### config.mk
export PLATFORM = sky130hd
export DESIGN_NAME = cmpflag_ctrl
export DESIGN_NICKNAME = d
export VERILOG_FILES = /design/src/rtl/cmpflag_pkg.sv /design/src/rtl/cmpflag_edge.sv /design/src/rtl/cmpflag_hold.sv /design/src/rtl/cmpflag_regs.sv /design/src/rtl/cmpflag_ctrl.sv
export SDC_FILE = /design/constraint.sdc
export NUM_CORES = 1
export LEC_CHECK = 0
export ABC_CLOCK_PERIOD_IN_PS = 2240
export BUFFER_PORTS_ARGS = -buffer_cell sky130_fd_sc_hd__buf_2
export CORE_MARGIN = 1
export CORE_UTILIZATION = 55
export DETAILED_ROUTE_END_ITERATION = 16
export PLACE_DENSITY = 0.83
export SYNTH_ARGS = -nofsm -noshare
export SYNTH_HDL_FRONTEND = slang
export SYNTH_HIERARCHICAL = 1
export SYNTH_SLANG_ARGS = --single-unit
### constraint.sdc
create_clock -name clk -period 2.24 [get_ports clk]
set_clock_uncertainty 0.1 [all_clocks]
set_input_delay 0.112 -clock clk [delete_from_list [all_inputs] [get_ports clk]]
set_output_delay 0.112 -clock clk [all_outputs]
set_load 0.05 [all_outputs]
### src/rtl/cmpflag_pkg.sv
package cmpflag_pkg;

  localparam int unsigned DATA_W = 8;
  localparam int unsigned CTRL_W = 6;

  localparam logic ADDR_CTRL = 1'b0;
  localparam logic ADDR_STAT = 1'b1;

  localparam int unsigned STAT_FLAG_BIT = 0;
  localparam int unsigned STAT_OUT_BIT  = 1;

  typedef enum logic [1:0] {
    MODE_OFF  = 2'b00,
    MODE_RISE = 2'b01,
    MODE_FALL = 2'b10,
    MODE_BOTH = 2'b11
  } edge_mode_e;

  typedef struct packed {
    edge_mode_e mode;      // [5:4]
    logic       irq_en;    // [3]
    logic       buf_en;    // [2]
    logic       cap_route; // [1]
    logic       enable;    // [0]
  } ctrl_t;

endpackage

### src/rtl/cmpflag_edge.sv
module cmpflag_edge
  import cmpflag_pkg::*;
#(
  parameter int unsigned SYNC_STAGES = 2
) (
  input  logic       clk,
  input  logic       rst_n,
  input  logic       cmp_raw,
  input  logic       live,
  input  edge_mode_e mode,
  output logic       cmp_s,
  output logic       set_evt
);

  logic [SYNC_STAGES-1:0] sync_q, sync_d;
  logic                   dly_q, dly_d;
  logic                   rise, fall;

  generate
    for (genvar i = 0; i < SYNC_STAGES; i++) begin : g_stage
      if (i == 0) begin : g_first
        assign sync_d[i] = cmp_raw;
      end else begin : g_next
        assign sync_d[i] = sync_q[i-1];
      end
    end
  endgenerate

  assign cmp_s = sync_q[SYNC_STAGES-1];
  assign dly_d = cmp_s;

  always_ff @(posedge clk or negedge rst_n) begin
    if (!rst_n) begin
      sync_q <= '0;
      dly_q  <= 1'b0;
    end else begin
      sync_q <= sync_d;
      dly_q  <= dly_d;
    end
  end

  always_comb begin
    rise    = cmp_s & ~dly_q;
    fall    = ~cmp_s & dly_q;
    set_evt = 1'b0;
    if (live) begin
      unique case (mode)
        MODE_RISE: set_evt = rise;
        MODE_FALL: set_evt = fall;
        MODE_BOTH: set_evt = rise | fall;
        default:   set_evt = 1'b0;
      endcase
    end
  end

endmodule

### src/rtl/cmpflag_hold.sv
module cmpflag_hold #(
  parameter int unsigned BLANK_CYCLES = 63
) (
  input  logic clk,
  input  logic rst_n,
  input  logic enable,
  input  logic en_rise,
  input  logic cmp_s,
  output logic live,
  output logic path_q
);

  localparam int unsigned CNT_W = $clog2(BLANK_CYCLES + 1);
  localparam logic [CNT_W-1:0] CNT_LOAD = CNT_W'(BLANK_CYCLES);

  logic [CNT_W-1:0] cnt_q, cnt_d;
  logic             path_d;
  logic             blanking;

  assign blanking = (cnt_q != '0);
  assign live     = enable & ~blanking;

  always_comb begin
    cnt_d = cnt_q;
    if (en_rise) begin
      cnt_d = CNT_LOAD;
    end else if (blanking) begin
      cnt_d = cnt_q - CNT_W'(1);
    end
  end

  always_comb begin
    path_d = path_q;
    if (live) begin
      path_d = cmp_s;
    end
  end

  always_ff @(posedge clk or negedge rst_n) begin
    if (!rst_n) begin
      cnt_q  <= '0;
      path_q <= 1'b0;
    end else begin
      cnt_q  <= cnt_d;
      path_q <= path_d;
    end
  end


  window_freeze_chk: assert property (@(posedge clk) disable iff (!rst_n)
    blanking |=> $stable(path_q));


  off_hold_chk: assert property (@(posedge clk) disable iff (!rst_n)
    !enable |=> $stable(path_q));

endmodule

### src/rtl/cmpflag_regs.sv
module cmpflag_regs
  import cmpflag_pkg::*;
(
  input  logic              clk,
  input  logic              rst_n,
  input  logic              wr,
  input  logic              addr,
  input  logic [DATA_W-1:0] wdata,
  input  logic              set_evt,
  input  logic              path_val,
  output ctrl_t             ctrl,
  output logic              flag,
  output logic              en_rise,
  output logic [DATA_W-1:0] rdata
);

  ctrl_t ctrl_q, ctrl_d;
  logic  flag_q, flag_d;
  logic  clr;

  always_comb begin
    ctrl_d  = ctrl_q;
    en_rise = 1'b0;
    clr     = wr && (addr == ADDR_STAT) && wdata[STAT_FLAG_BIT];
    if (wr && (addr == ADDR_CTRL)) begin
      ctrl_d  = ctrl_t'(wdata[CTRL_W-1:0]);
      en_rise = ctrl_d.enable & ~ctrl_q.enable;
    end
  end

  always_comb begin
    flag_d = flag_q;
    if (set_evt) begin
      flag_d = 1'b1;
    end else if (clr) begin
      flag_d = 1'b0;
    end
  end

  always_ff @(posedge clk or negedge rst_n) begin
    if (!rst_n) begin
      ctrl_q <= '0;
      flag_q <= 1'b0;
    end else begin
      ctrl_q <= ctrl_d;
      flag_q <= flag_d;
    end
  end

  always_comb begin
    rdata = '0;
    if (addr == ADDR_CTRL) begin
      rdata[CTRL_W-1:0] = ctrl_q;
    end else begin
      rdata[STAT_FLAG_BIT] = flag_q;
      rdata[STAT_OUT_BIT]  = path_val;
    end
  end

  assign ctrl = ctrl_q;
  assign flag = flag_q;


  set_wins_chk: assert property (@(posedge clk) disable iff (!rst_n)
    set_evt |=> flag_q);


  sticky_flag_chk: assert property (@(posedge clk) disable iff (!rst_n)
    (flag_q && !(wr && addr == ADDR_STAT)) |=> flag_q);

endmodule

### src/rtl/cmpflag_ctrl.sv
module cmpflag_ctrl
  import cmpflag_pkg::*;
#(
  parameter int unsigned BLANK_CYCLES = 63,
  parameter int unsigned SYNC_STAGES  = 2
) (
  input  logic              clk,
  input  logic              rst_n,
  input  logic              cmp_raw,
  input  logic              bus_wr,
  input  logic              bus_addr,
  input  logic [DATA_W-1:0] bus_wdata,
  output logic [DATA_W-1:0] bus_rdata,
  input  logic              timer_pin,
  output logic              capture_in,
  output logic              irq,
  output logic              dig_buf_en
);

  logic [1:0] rst_sync_q;
  logic       rst_n_s;
  ctrl_t      ctrl;
  logic       flag, en_rise, live, path_q, cmp_s, set_evt;

  always_ff @(posedge clk or negedge rst_n) begin
    if (!rst_n) begin
      rst_sync_q <= 2'b00;
    end else begin
      rst_sync_q <= {rst_sync_q[0], 1'b1};
    end
  end
  assign rst_n_s = rst_sync_q[1];

  cmpflag_edge #(.SYNC_STAGES(SYNC_STAGES)) u_edge (
    .clk     (clk),
    .rst_n   (rst_n_s),
    .cmp_raw (cmp_raw),
    .live    (live),
    .mode    (ctrl.mode),
    .cmp_s   (cmp_s),
    .set_evt (set_evt)
  );

  cmpflag_hold #(.BLANK_CYCLES(BLANK_CYCLES)) u_hold (
    .clk     (clk),
    .rst_n   (rst_n_s),
    .enable  (ctrl.enable),
    .en_rise (en_rise),
    .cmp_s   (cmp_s),
    .live    (live),
    .path_q  (path_q)
  );

  cmpflag_regs u_regs (
    .clk      (clk),
    .rst_n    (rst_n_s),
    .wr       (bus_wr),
    .addr     (bus_addr),
    .wdata    (bus_wdata),
    .set_evt  (set_evt),
    .path_val (path_q),
    .ctrl     (ctrl),
    .flag     (flag),
    .en_rise  (en_rise),
    .rdata    (bus_rdata)
  );

  assign capture_in = ctrl.cap_route ? path_q : timer_pin;
  assign irq        = flag & ctrl.irq_en;
  assign dig_buf_en = ctrl.buf_en;


  mode_off_quiet_chk: assert property (@(posedge clk) disable iff (!rst_n_s)
    (ctrl.mode == MODE_OFF && !bus_rdata[STAT_FLAG_BIT] && bus_addr == ADDR_STAT) |=> !flag);


  irq_gate_chk: assert property (@(posedge clk) disable iff (!rst_n_s)
    irq |-> (flag && ctrl.irq_en));

endmodule

==> results of run 1 <==
worst reg2reg max path, cell delays in order, from the launching register on:
cell	delay, ps
dfrtp_1	430
inv_1	110
ha_1	180
nor2b_2	250
and3_4	230
inv_1	40
a311oi_1	350
a21o_1	130
power groups by stage:
stage                     logic, W  clock network, W  registers, W
after detailed placement  0.000364                 0      0.000523
after global routing      0.000419          0.000203      0.000535
after global placement    0.000348                 0      0.000517
after floorplan           0.000295                 0      0.000508
after CTS                 0.000377          0.000193      0.000517
final                     0.000378          0.000185      0.000517
Yosys cell counts:
library cell  number  area [µm²]
dfrtp_1           19         475
mux2_4             8         120
a21oi_1            7        35.0
inv_1              6        22.5
and2b_2            4        35.0
ha_1               4        50.1
nand2b_1           3        18.8
buf_4              2        15.0
conb_1             2        7.51
mux2_2             2        22.5
nor2_1             2        7.51
nor2b_2            2        17.5
o31ai_1            2        15.0
a211o_1            1        8.76
a211oi_1           1        7.51
a21o_1             1        7.51
a311oi_1           1        8.76
and2_1             1        6.26
and2_2             1        7.51
and3_4             1        11.3
and3b_2            1        10.0
buf_1              1        3.75
buf_6              1        11.3
nand2_1            1        3.75
nand3_1            1        5.00
nor2b_1            1        6.26
nor3_1             1        5.00
nor3_2             1        10.0
nor4_1             1        6.26
o21ai_1            1        5.00
or3_1              1        6.26
or3b_1             1        8.76
or4_1              1        7.51
sequential cells by signal, summed over array words and instances (netlist names):
signal         flops
u_regs/flag        1
u_hold/cnt_q       6
u_hold/path_q      1
u_edge/sync_q      2
u_edge/dly_q       1
rst_sync_q         2
u_regs/ctrl        6
worst paths after layout:
path | to | slack [ps] | cells past startpoint
min reg2reg | u_hold/cnt_q[1]$_DFFE_PN0P_ | 190 | 0
max in group asynchronous | rst_sync_q[1]$_DFF_PN0_ | 1400 | 3
max reg2reg | u_regs/flag$_DFFE_PN0P_ | 390 | 7
min | u_regs/flag$_DFFE_PN0P_ | 70 | 3
max | u_regs/flag$_DFFE_PN0P_ | 390 | 7
min in group asynchronous | u_hold/cnt_q[1]$_DFFE_PN0P_ | 190 | 0
per-layer routing:
metal | vias to the layer above | track usage | wire length (µm)
met5 | - | 0 | 0
met4 | 0 | 0.103 | 23
met3 | 4 | 0.0898 | 78
met2 | 17 | 0.359 | 989
met1 | 347 | 0.259 | 804
li1 | 344 | - | -
metrics by stage:
| stage | hold slack [ps] | worst slack, ps | instances |
|---|---|---|---|
| finish | 71.1 | 386 | 139 |
| global route | 69.4 | 359 | 139 |
| CTS | 49.5 | 465 | 139 |
| detailed placement | -200 | 480 | 125 |
| global placement | -203 | 510 | 125 |
| floorplan | -284 | 694 | 84 |
logic make-up (layout without fill, tap and decap cells):
family                     Yosys count  count (layout)
DFF                                 19              19
buffers and inverters               10              41
other                                2               3
adders and majority gates            4               4
muxes                               10              10
AOI/OAI and AO/OA                   14              14
and+or+nand+nor                     24              24
cell type report:
| class | count | area (µm²) |
|---|---|---|
| Fill cell | 101 | 364 |
| Sequential cell | 19 | 475 |
| Clock inverter | 1 | 7.51 |
| Timing Repair Buffer | 31 | 208 |
| Clock buffer | 3 | 22.5 |
| Tap cell | 24 | 30.0 |
| Multi-Input combinational cell | 55 | 464 |
| Inverter | 6 | 22.5 |
repair_timing:
item,CTS,global route
hold buffers,10,0
setup buffers,0,0
hold endpoints to repair,10,0
==> metrics.txt, run 1 <==
status=finished, final reports clean; post-route cell area=around 1200 µm²; most frequent cells in the layout=20 x buf_2, 19 x dfrtp_1, 10 x dlygate4sd3_1; Net Sw Frac=0.388; crit path kind=reg -> reg; Hold Vio Cnt, Final=0; port bufs=20; DIE AREA=between 1500 and 2000 µm²; PostCTS Resize Cnt=0; CTS buffer count=3; final setup vio count=0; period utilisation layout=0.828; Ports=25; largest net degree at the start of global routing=18; WP data required=about 2400 ps; Buf/Inv on CP=2; commonest non-fill, non-tap cell in the layout=buf_2; Combinational Power Share=0.350; Seq/Total Area, Yosys=0.481; std cell rows=14; critical path launch point type=flip-flop; adder-cell share of the synthesized area=0.0506; Layout Nets=about 130; CTS root buf=clkbuf_4; post-synthesis mux area share=0.144; GRT Resource Usage Total=0.223; flops & latches, synth=19; Worst Hold Class=in -> reg; relative slew slack=0.545; worst r2r src=u_hold/cnt_q[0]$_DFFE_PN0P_; compound-cell area share of the yosys netlist=0.0886; worst setup path start=u_hold/cnt_q[0]$_DFFE_PN0P_; Cell Int Power=between 0.0006 and 0.0007 W; Die Y-Extent=around 44 µm; Synth Area in XOR/XNOR=0; Total Wirelength=~1.9 mm; synth warn=6; Final HPWL DP=1.20 mm; clk sinks=19; slowest cell on the critical path=dfrtp_1; area growth from synthesis to final layout=24.4%; Net Sw Power=0.000419 W; vias after detailed routing=between 700 and 800; initial antenna violation count=0; post-DR vias/cell=a little over 5; minimum clock period=between 1500 and 2000 ps; Crit path arrival time=2020 ps; vias in the first global route=about 660; final core utilization=0.772; CTS tree=built; DR WL/cell=~14 µm; share of layout cells above drive strength 1=0.391; delay-heaviest family, CP=simple AND/OR/NAND/NOR gates; Worst VDD drop=a little over 900 µV; core area=1590 µm²; Max-cap violations=0; Post-Syn Instances=between 80 and 90; clock share of power=0.171; RSZ-0062 raised after global routing=false; PwrDens=slightly below 900 nW/µm²; TritonRoute pass-1 iters=4; CP max stage delay=430 ps; Starting DRT DRC Count=11; Placed Area=around 1100 µm²; FMAX=0.539 GHz; Slew @ Worst Pin=roughly 680 ps; hold path start=bus_addr; Sequential Power Share=0.479; Max Slew Vio Count=0; die width=44.4 µm; Final Power=between 0.001 and 0.0015 W; crit path cell chain=inv_1 > ha_1 > nor2b_2 > and3_4 > inv_1 > a311oi_1 > a21o_1; n_diodes=0; clk buf depth=2; largest family of logic cells by synthesized area=simple AND/OR/NAND/NOR gates; final antenna-violating net count=0; Yosys cell types=33; simple-gate share of the synthesized area=0.175; CTS H-Tree Depth=1; Worst-Skew Late Latency=around 310 ps; area of the mapped netlist=around 990 µm²; Top cell by count, worst path=inv_1; critical path fanouts, max=6; first-pass GRT wire length=2.97 mm; remaining global-route overflow=0; Starting Density=0.620; Crit. End Element=flip-flop; Lkg Pwr=0.605 nW; RD Place Congestion=between 0.8 and 0.9; DRC Markers=0; clk slew on worst S/H paths=between 100 and 150 ps; setup TNS=0 ps; syn_area_per_cell=11.9 µm²
(Power assumes the default switching activity.)
==> run 2: changes to the inputs <==
Settings changed: ABC_CLOCK_PERIOD_IN_PS 2240 to 1900, CORE_ASPECT_RATIO set to 1.4, CORE_UTILIZATION 55 to 51, PLACE_DENSITY 0.83 to 0.78.
Clock period 2.24 ns to 1.9 ns, I/O delays scaled along.
==> run 2 against run 1 <==
Fmax rose by 9.4%. Critical path depth did not move. Global-route usage fell by 2.7 points. Via count fell by 1.5%. Die area rose by 7.6%. Critical path type unchanged. Largest power group unchanged.
==> metrics.txt, run 2 (synthesis results as in run 1) <==
Starting Density=0.549 (-0.0715); area of the multi-input gates=469 µm² (+1.1%); clk slew on worst S/H paths=100 ps (-20 ps); Crit. End Element=flip-flop; Layout Nets=133 (-0.75%); Net Sw Frac=0.385 (-0.00272); Max-cap violations=0 (unchanged); final antenna-violating net count=0 (unchanged); period utilisation layout=0.892 (+0.0642); Met2 Wirelength=924 µm (-6.6%); setup TNS=0 ps (unchanged); Routed met3 length=68 µm (-13%); Total Wirelength=1.75 mm (-7.7%); core area=1800 µm² (+13%); CTS buffer count=3 (unchanged); filler instances=149 (+48%); Worst Hold Class=in -> reg; Combinational Power Share=0.359 (+0.009); Worst-Skew Late Latency=290 ps (-20 ps); Starting DRT DRC Count=4 (-7); clock share of power=0.157 (-0.014); post-route cell area=1220 µm² (-1.0%); DR WL/cell=13.1 µm (-4.3%); clk buf depth=2 (unchanged); Sequential Power Share=0.485 (+0.006); register area=475 µm² (unchanged); die width=39.2 µm (-12%); first-pass GRT wire length=2.78 mm (-6.3%); Worst Hold Depth=3 (unchanged); Die Y-Extent=54.1 µm (+22%); std cell rows=18 (+4); RD Place Congestion=0.729 (-9.8%); Worst VDD drop=678 µV (-25%); area growth from synthesis to final layout=23.2%; Net Sw Power=0.000490 W (+17%); Fin Hold WS=11.6 ps (-59.5 ps); WL met1=745 µm (-7.3%); critical path fanouts, max=6 (unchanged); TritonRoute pass-1 iters=4 (unchanged); Placed Area=1090 µm² (-0.45%); share of layout cells above drive strength 1=0.395 (+0.00343); port bufs=20 (unchanged); Crit path arrival time=1830 ps (-190 ps); FF-to-FF path depth=7 (unchanged); Lkg Pwr=0.606 nW (+0.21%); vias in the first global route=659 (-0.45%); commonest non-fill, non-tap cell in the layout=buf_2; flop2flop setup slack=210 ps (-180 ps); FMAX=0.590 GHz (+9.4%); WP data required=2030 ps (-380 ps); CTS H-Tree Depth=1 (unchanged); clk sinks=19 (unchanged); Cell Int Power=0.000782 W (+18%); status=finished, final reports clean; vias after detailed routing=701 (-1.5%); Final HPWL DP=1.27 mm (+5.4%); Placement Setup Slack=169 ps (-312 ps); worst setup margin=206 ps (-181 ps); DRC Markers=0 (unchanged); initial antenna violation count=0 (unchanged); Top Layer Used=met4; largest net degree at the start of global routing=18 (unchanged); post-DR vias/cell=5.23 (+2.1%); Hold Vio Cnt, Final=0 (unchanged); final setup vio count=0 (unchanged); Max Slew Vio Count=0 (unchanged); relative slew slack=0.549 (+0.00369); GRT Resource Usage Total=0.195 (-0.0271); PwrDens=1040 nW/µm² (+19%); Final Power=0.00127 W (+18%); n_diodes=0 (unchanged); minimum clock period=1690 ps (-159 ps); CTS root buf=clkbuf_4; Slew @ Worst Pin=677 ps (-5.54 ps); crit path kind=reg -> reg; DIE AREA=2120 µm² (+7.6%); remaining global-route overflow=0 (unchanged); critical path launch point type=flip-flop; RSZ-0062 raised after global routing=false; CTS tree=built; Ports=25 (unchanged); most frequent cells in the layout=20 x buf_2, 19 x dfrtp_1, 9 x dlygate4sd3_1
==> run 2: final cells by class <==
| class | count | share of cell area |
|---|---|---|
| Tap cell | 20 | 0.0206 |
| Clock inverter | 1 | 0.00411 |
| Timing Repair Buffer | 30 | 0.162 |
| Inverter | 6 | 0.0185 |
| Clock buffer | 3 | 0.0185 |
| Sequential cell | 19 | 0.391 |
| Multi-Input combinational cell | 55 | 0.385 |
==> run 2: power by group through the flow <==
| stage | Sequential (W) | Combinational [W] | Clock (W) |
|---|---|---|---|
| detailed placement | 0.000617 | 0.000435 | 0 |
| floorplan | 0.000599 | 0.000348 | 0 |
| global route | 0.000636 | 0.000504 | 0.000226 |
| finish | 0.000616 | 0.000456 | 0.000199 |
| CTS | 0.000611 | 0.000450 | 0.000207 |
| global placement | 0.000610 | 0.000409 | 0 |
==> run 2: layer usage <==
metal / global-route usage / vias to the layer above
met5: 0 / -
met4: 0.103 / 0
met3: 0.0248 / 2
met2: 0.358 / 21
met1: 0.209 / 335
li1: - / 343
==> run 2: per-stage QoR <==
stage,std cells,util
floorplan,84,-
global placement,121,0.608
detailed placement,121,0.608
CTS,134,0.673
global route,134,0.676
finish,134,0.676
==> run 2: critical path, stage by stage, from the launching register on <==
cell and delay [ps]:
dfrtp_1 420, inv_1 120, ha_1 200, nor2b_4 220
and3_4 220, inv_1 40, a311oi_1 210, a21o_1 110
==> run 2: repair_timing <==
| item | 4_1_cts | 5_1_grt |
|---|---|---|
| hold buffers | 9 | 0 |
| setup endpoints to repair | 0 | 1 |
| hold endpoints to repair | 9 | 0 |
| buffers inserted | 0 | 0 |
| gates resized for setup | 0 | 1 |
==> run 2: worst paths after layout <==
check	endpoint	startpoint
min in group asynchronous	u_hold/path_q$_DFFE_PN0P_	rst_sync_q[1]$_DFF_PN0_
max reg2reg	u_regs/flag$_DFFE_PN0P_	u_hold/cnt_q[0]$_DFFE_PN0P_
max	u_regs/flag$_DFFE_PN0P_	u_hold/cnt_q[0]$_DFFE_PN0P_
max in group asynchronous	rst_sync_q[0]$_DFF_PN0_	rst_n
min reg2reg	u_hold/path_q$_DFFE_PN0P_	rst_sync_q[1]$_DFF_PN0_
min	u_regs/flag$_DFFE_PN0P_	bus_wr
